[src/rtl/pwm_dbg_pkg.sv]
package pwm_dbg_pkg;
  typedef enum logic [1:0] {
    LANE_IDLE = 2'd0,
    LANE_WAIT = 2'd1,
    LANE_ON   = 2'd2
  } lane_st_e;

  localparam logic ADDR_CFG  = 1'b0;
  localparam logic ADDR_STAT = 1'b1;
endpackage

[src/rtl/pwm_dbg_cfg.sv]
module pwm_dbg_cfg
  import pwm_dbg_pkg::*;
#(
  parameter int DLY_W = 7
) (
  input  logic             clk_i,
  input  logic             rst_ni,
  input  logic             wr_en_i,
  input  logic             wr_addr_i,
  input  logic [DLY_W:0]   wr_data_i,
  output logic [DLY_W-1:0] dly_o,
  output logic             restart_o,
  output logic             st_wr_o,
  output logic             st_val_o
);
  always_ff @(posedge clk_i or negedge rst_ni) begin
    if (!rst_ni) begin
      dly_o     <= '0;
      restart_o <= 1'b0;
    end else if (wr_en_i && wr_addr_i == ADDR_CFG) begin
      dly_o     <= wr_data_i[DLY_W-1:0];
      restart_o <= wr_data_i[DLY_W];
    end
  end

  assign st_wr_o  = wr_en_i && (wr_addr_i == ADDR_STAT);
  assign st_val_o = wr_data_i[0];
endmodule

[src/rtl/pwm_dbg_trip.sv]
module pwm_dbg_trip (
  input  logic clk_i,
  input  logic rst_ni,
  input  logic event_i,
  input  logic restart_i,
  input  logic st_wr_i,
  input  logic st_val_i,
  output logic trip_d_o,
  output logic trip_q_o
);
  // event wins over software; software wins over auto-clear
  always_comb begin
    if (event_i)        trip_d_o = 1'b1;
    else if (st_wr_i)   trip_d_o = st_val_i;
    else if (restart_i) trip_d_o = 1'b0;
    else                trip_d_o = trip_q_o;
  end

  always_ff @(posedge clk_i or negedge rst_ni) begin
    if (!rst_ni) trip_q_o <= 1'b0;
    else         trip_q_o <= trip_d_o;
  end
endmodule

[src/rtl/pwm_dbg_lane.sv]
module pwm_dbg_lane
  import pwm_dbg_pkg::*;
#(
  parameter int   DLY_W = 7,
  parameter int   PRESC = 4,
  parameter logic SAFE  = 1'b0
) (
  input  logic             clk_i,
  input  logic             rst_ni,
  input  logic             raw_i,
  input  logic             force_i,
  input  logic [DLY_W-1:0] dly_i,
  output logic             out_o
);
  localparam int SUB_W = (PRESC > 2) ? $clog2(PRESC) : 1;
  localparam logic [SUB_W-1:0] SUB_LAST = SUB_W'(PRESC - 1);
  localparam logic [DLY_W-1:0] CNT_ONE  = DLY_W'(1);

  lane_st_e         st_q;
  logic [DLY_W-1:0] cnt_q;
  logic [SUB_W-1:0] sub_q;

  always_ff @(posedge clk_i or negedge rst_ni) begin
    if (!rst_ni) begin
      st_q  <= LANE_IDLE;
      cnt_q <= '0;
      sub_q <= '0;
      out_o <= 1'b0;
    end else if (force_i) begin
      st_q  <= LANE_IDLE;
      out_o <= SAFE;
    end else if (!raw_i) begin
      st_q  <= LANE_IDLE;
      out_o <= 1'b0;
    end else begin
      unique case (st_q)
        LANE_IDLE: begin
          sub_q <= '0;
          cnt_q <= dly_i;
          if (dly_i == '0) begin
            st_q  <= LANE_ON;
            out_o <= 1'b1;
          end else begin
            st_q  <= LANE_WAIT;
            out_o <= 1'b0;
          end
        end
        LANE_WAIT: begin
          if (sub_q == SUB_LAST) begin
            sub_q <= '0;
            if (cnt_q == CNT_ONE) begin
              st_q  <= LANE_ON;
              out_o <= 1'b1;
              cnt_q <= '0;
            end else begin
              cnt_q <= cnt_q - CNT_ONE;
            end
          end else begin
            sub_q <= sub_q + SUB_W'(1);
          end
        end
        default: begin
          st_q  <= LANE_ON;
          out_o <= 1'b1;
        end
      endcase
    end
  end
endmodule

[src/rtl/pwm_deadband_guard.sv]
module pwm_deadband_guard
  import pwm_dbg_pkg::*;
#(
  parameter int              N_CH     = 2,
  parameter int              DLY_W    = 7,
  parameter int              PRESC    = 4,
  parameter logic [N_CH-1:0] SAFE_LVL = '0
) (
  input  logic             clk_i,
  input  logic             rst_ni,
  input  logic [N_CH-1:0]  pwm_i,
  input  logic             trip_i,
  input  logic             wr_en_i,
  input  logic             wr_addr_i,
  input  logic [DLY_W:0]   wr_data_i,
  output logic [N_CH-1:0]  pwm_o,
  output logic             trip_o
);
  logic [DLY_W-1:0] dly;
  logic             restart_en;
  logic             st_wr;
  logic             st_val;
  logic             trip_d;

  pwm_dbg_cfg #(.DLY_W(DLY_W)) i_cfg (
    .clk_i     (clk_i),
    .rst_ni    (rst_ni),
    .wr_en_i   (wr_en_i),
    .wr_addr_i (wr_addr_i),
    .wr_data_i (wr_data_i),
    .dly_o     (dly),
    .restart_o (restart_en),
    .st_wr_o   (st_wr),
    .st_val_o  (st_val)
  );

  pwm_dbg_trip i_trip (
    .clk_i     (clk_i),
    .rst_ni    (rst_ni),
    .event_i   (trip_i),
    .restart_i (restart_en),
    .st_wr_i   (st_wr),
    .st_val_i  (st_val),
    .trip_d_o  (trip_d),
    .trip_q_o  (trip_o)
  );

  for (genvar c = 0; c < N_CH; c++) begin : g_lane
    pwm_dbg_lane #(
      .DLY_W (DLY_W),
      .PRESC (PRESC),
      .SAFE  (SAFE_LVL[c])
    ) i_lane (
      .clk_i   (clk_i),
      .rst_ni  (rst_ni),
      .raw_i   (pwm_i[c]),
      .force_i (trip_d),
      .dly_i   (dly),
      .out_o   (pwm_o[c])
    );
  end
endmodule

[config.mk]
export PLATFORM = sky130hd
export DESIGN_NAME = pwm_deadband_guard
export DESIGN_NICKNAME = d
export VERILOG_FILES = /design/src/rtl/pwm_dbg_pkg.sv /design/src/rtl/pwm_dbg_cfg.sv /design/src/rtl/pwm_dbg_trip.sv /design/src/rtl/pwm_dbg_lane.sv /design/src/rtl/pwm_deadband_guard.sv
export SDC_FILE = /design/constraint.sdc
export NUM_CORES = 1
export LEC_CHECK = 0
export ABC_AREA = 1
export BUFFER_PORTS_ARGS = -buffer_cell sky130_fd_sc_hd__buf_2
export CORE_MARGIN = 2
export CORE_UTILIZATION = 60
export DETAILED_ROUTE_END_ITERATION = 12
export PLACE_DENSITY = 0.82
export SYNTH_ARGS = -nofsm -noshare
export SYNTH_HDL_FRONTEND = slang
export SYNTH_HIERARCHICAL = 1
export SYNTH_SLANG_ARGS = --single-unit
[constraint.sdc]
create_clock -name clk_i -period 4.2 [get_ports clk_i]
set_input_delay 0.84 -clock clk_i [delete_from_list [all_inputs] [get_ports clk_i]]
set_output_delay 0.84 -clock clk_i [all_outputs]
set_load 0.01 [all_outputs]
# --- Word-level counts from Yosys, hierarchy flattened ---
# Cells that the tools add are included.
word_totals:
  reg_bits: 33
  output_inout_bits: 3
  input_bits: 15
  elab_cells: 77
classes:
  n_eq_ne: 12
  bitwise: 2
  add_sub_neg: 4
  n_reduce_logical: 13
  mux: 35
ops:
  columns: ["op", "count"]
  rows:
  - ["two-way mux 7 bit", 4]
  - ["case mux 7 bit (2 select lines)", 2]
  - ["two-way mux 2 bit", 11]
  - ["!= test 4 x 3 -> 1 bit, second input constant", 4]
  - ["case mux 2 bit (2 select lines)", 4]
  - ["== test 7 x 1 -> 1 bit, second input constant", 2]
  - ["subtractor 7 x 1 -> 7 bit, second input constant", 2]
  - ["two-way mux 1 bit", 12]
  - ["AND reduction 4 bit", 2]
  - ["logical NOT 7 bit", 1]
  - ["AND reduction 3 bit", 2]
  - ["adder 2 x 1 -> 2 bit, second input constant", 2]
  - ["== test 2 x 1 -> 1 bit, second input constant", 2]
  - ["== test 2 bit, second input constant", 2]
  - ["logical NOT 2 bit", 2]
  - ["!= test 2 x 1 -> 1 bit, second input constant", 2]
  - ["case mux 1 bit (2 select lines)", 2]
  - ["AND reduction 2 bit", 2]
  - ["nonzero test 2 bit", 2]
  - ["logical AND 1 bit", 2]
  - ["inverter 1 bit", 2]

# --- Logic depth before layout (Yosys ltp) ---
logic_depth:
  word_depth: 6
  mapped_depth: 14
  mapped_depth_nobuf: 13

# --- By module ---
# Netlist, hierarchy kept.
by_module_without_submodules:
  columns: ["module", "area_per_inst_um2", "cells_per_inst", "instances"]
  rows:
  - ["pwm_dbg_lane (g_lane[1].i_lane)", 758.2, 97, 1]
  - ["pwm_dbg_lane (g_lane[0].i_lane)", 720.7, 100, 1]
  - ["pwm_dbg_cfg", 341.6, 38, 1]
  - ["pwm_dbg_trip", 46.3, 6, 1]

# --- Worst setup path after synthesis ---
# OpenSTA, ideal clock, no wires.
synth_timing:
  path_kind: "input port to flip-flop"
  from: "input wr_en_i"
  to: "register g_lane[0].i_lane.cnt_q[4]"
  path_stages: 13
  setup_slack_ns: 2.101
  t_arrival_ns: 1.982
  path_buffers: 1
  required_time_ns: 4.084
  setup_ns: 0.116
  path_cell_list: "buf_6 nand2_1 inv_1 a21oi_1 nand2_1 inv_1 nand2_1 nor2_1 nand2_2 inv_2 nand2_1 nand2_1 nand2_1"
synth_via:
  elab_chain_cells: 5
synth_lines:
  columns: ["element", "line_no", "source"]
  rows:
  - ["start, declared", "pwm_deadband_guard.sv:13", "input logic wr_en_i,"]
  - ["logical AND 1 bit", "pwm_dbg_cfg.sv:26", "assign st_wr_o = wr_en_i && (wr_addr_i == ADDR_STAT);"]
  - ["net st_wr", "pwm_deadband_guard.sv:21", "logic st_wr;"]
  - ["two-way mux 1 bit", "pwm_dbg_trip.sv:14", "else if (st_wr_i) trip_d_o = st_val_i;"]
  - ["two-way mux 1 bit", "pwm_dbg_trip.sv:13", "if (event_i) trip_d_o = 1'b1;"]
  - ["net trip_d", "pwm_deadband_guard.sv:23", "logic trip_d;"]
  - ["inverter 1 bit (no source line)", null, null]
  - ["AND reduction 4 bit (no source line)", null, null]
  - ["end signal, assigned", "pwm_dbg_lane.sv:39", "cnt_q <= dly_i;"]
  - ["end signal, assigned", "pwm_dbg_lane.sv:56", "cnt_q <= cnt_q - CNT_ONE;"]
  - ["end, declared", "pwm_dbg_lane.sv:20", "logic [DLY_W-1:0] cnt_q;"]
# The timed path passes the listed nets, and every way through them passes these cells.
# A chain may end at the register's enable or synchronous reset.

# --- Final worst setup path ---
# Same ends and word-level chain as after synthesis.

==> out/qor.yml <==
outcome: "finished clean"
grt_pass1_wl_mm: 6.030
fp.dieArea_um2: 3574
grt_use_met2: 0.3432
antenna_found_initial: 0
fmax_ghz: 0.4896
die_w_um: 59.78
drt_iter0_markers: 72
synth.top_cell.area_share: 0.4155
io_buffers: 17
clkLatencyLatePin_ps: 320
arrival_ps: 2260
core-area_um2: 3003
syn_area_um2: 1867
root_buffer: "clkbuf_4"
clock_skew_ps: 8.805
setup_violations: 0
wl_per_cell_um: 11.86
syn_to_final_growth_pct: 9.450
total_leakage_power_nw: 1.024
place_congestion: 0.8485
syn_nets: 262
nets: 284
yosys.area.top_type: "dfrtp_1"
synth_edf_count: 0
cts-buffers-inserted: 5
grt_use_total: 0.2264
diodes: 0
rsz0062_at_grt: "false"
cts_setup_buffers: 0
crit_buf_inv: 5
ys_ff_latch: 31
drive_gt1_frac: 0.1818
vias: 1576
hold_class: "register to register"
path_clk_slew_ps: 90
ys_warn_count: 6
grt_pass1_vias: 1349
post-route-period-util: 0.4863
clock_sinks: 31
cts_buffer_depth: 2
grt_use_met1: 0.3240
io_pins: 18
grt_overflow_total: 0
die_height_um: 59.78
start_util: 0.6217
met3_usage: 0.04545
cpPeakStageDelay_ps: 190
post-route-min-period_ps: 2042
critPathLaunchType: "input port"
cp_max_fo: 10
via_per_inst: 5.306
synthArstFlopShare: 1.000
h-tree-depth: 2
synth_flop_cell: "dfrtp_1"
worstMarginPinSlew_ps: 671.0
busiest_layer: "met2"
fill_cells: 251
power_density_nw_per_um2: 462.5
required_ps: 4410
yosysSeqAreaShare: 0.4155
ir_worst_vdd_uv: 246.7
ctsHoldBuffers: 0
cp_cell_sequence: "buf_2 -> nand2_1 -> inv_1 -> inv_1 -> nand3_1 -> nand2_1 -> inv_1 -> nand2_1 -> nor2_1 -> nand2_2 -> inv_2 -> nand2_1 -> nand2_1 -> nand2_1"
cts_resized: 0
dpl.hpwl_mm: 2.678
crit_top_cell: "nand2_1"
first_pass_iters: 4
ys_types: 27
path_class: "input port to register"
setup_tns_ps: 0
synth.most_common_cell: "nand2_1"
max-slew-margin-rel: 0.5526
synthCells: 241
critPathTopFamily: "simple AND/OR/NAND/NOR gates"
cts_tree: "done"
syn_area_per_cell_um2: 7.746
rows: 20
end_kind: "register"
slowest_stage: "buf_2"
wirelength_mm: 3.523
ant_nets: 0
fin_util: 0.6804
synth.area.top_cells: "dfrtp_1 42%, nand2_1 11%, a21oi_1 7.2%"
drc: 0
final-hold-violation-count: 0
maxSlewViolCount: 0
grt_start_max_net_pins: 32
cap_violations: 0
synth_common_cells: "55 x nand2_1, 31 x dfrtp_1, 30 x nor2_1, 27 x a21oi_1"
-- layout by cell type (no fill, tap or decap), types with 3 or more instances in the layout --
master and count:
a21oi_1 27, buf_2 17, clkbuf_4 5, dfrtp_1 31
ha_1 6, inv_1 26, inv_4 3, nand2_1 55
nand2_2 4, nand3_1 26, nor2_1 30, nor2_2 3
nor2_4 5, o21ai_1 3
-- layout make-up --
class | count | area [um^2] | area share
timing repair buffer | 17 | 85.08 | 0.04164
inverter | 31 | 123.9 | 0.06062
clock buffer | 8 | 68.82 | 0.03368
multi-input combinational | 177 | 948.4 | 0.4642
sequential | 31 | 775.7 | 0.3797
tap | 33 | 41.29 | 0.02021
-- per-layer routing --
layer | part of all wire | routed length [um] | vias up
li1 | - | - | 826
met1 | 0.49 | 1740 | 708
met2 | 0.45 | 1599 | 37
met3 | 0.039 | 139 | 5
met4 | 0.012 | 43 | 0
met5 | 0 | 0 | -
-- kinds of logic (layout without fill, tap and decap cells) --
kind of cell / count (synthesis) / after routing / synth area share
simple gates: 131 / 131 / 0.3458
fa+ha+maj: 6 / 6 / 0.04021
compound gates: 38 / 38 / 0.1126
buf+inv: 33 / 56 / 0.07641
flops: 31 / 31 / 0.4155
xor+xnor: 2 / 2 / 0.009385
-- through the flow --
| step | cell area, um^2 | worst slack, ps | instances | power [W] | hold WS (ps) |
|---|---|---|---|---|---|
| finish | 2043 | 2158 | 297 | 0.0009449 | 484.1 |
| global placement | 1974 | 1902 | 289 | 0.0007490 | 455.3 |
| floorplan | 1867 | 2101 | 241 | 0.0006837 | 441.9 |
| CTS | 2043 | 2166 | 297 | 0.0009541 | 488.8 |
| detailed placement | 1974 | 1818 | 289 | 0.0007576 | 475.2 |
| global route | 2043 | 1951 | 297 | 0.001027 | 499.0 |
-- where the power goes --
part	internal [W]	total, W	switching [W]
combinational	0.000115	0.000300	0.000185
clock	0.0000985	0.000194	0.0000954
sequential	0.000373	0.000451	0.0000779
-- worst paths after layout --
| path | endpoint | startpoint | cells past startpoint | slack (ps) |
|---|---|---|---|---|
| setup reg to reg | g_lane[0].i_lane/cnt_q[4] | i_trip/trip_q_o | 10 | 2640 |
| hold reg to reg | g_lane[0].i_lane/sub_q[0] | g_lane[0].i_lane/sub_q[0] | 1 | 480 |
| hold / removal | g_lane[0].i_lane/sub_q[0] | g_lane[0].i_lane/sub_q[0] | 1 | 480 |
| min in group asynchronous | i_cfg/dly_o[0] | rst_ni | 1 | 550 |
| setup / recovery | g_lane[0].i_lane/cnt_q[4] | wr_en_i | 14 | 2160 |
| max in group asynchronous | i_cfg/dly_o[6] | rst_ni | 1 | 3220 |
-- state kept, by name, summed over array words and instances, names as in the netlist --
name / cells
i_cfg/dly_o: 7
g_lane.i_lane/cnt_q: 14
g_lane.i_lane/st_q: 4
i_cfg/restart_o: 1
g_lane.i_lane/sub_q: 4
i_trip/trip_q_o: 1
No activity file was read; power rests on OpenSTA's default activity.
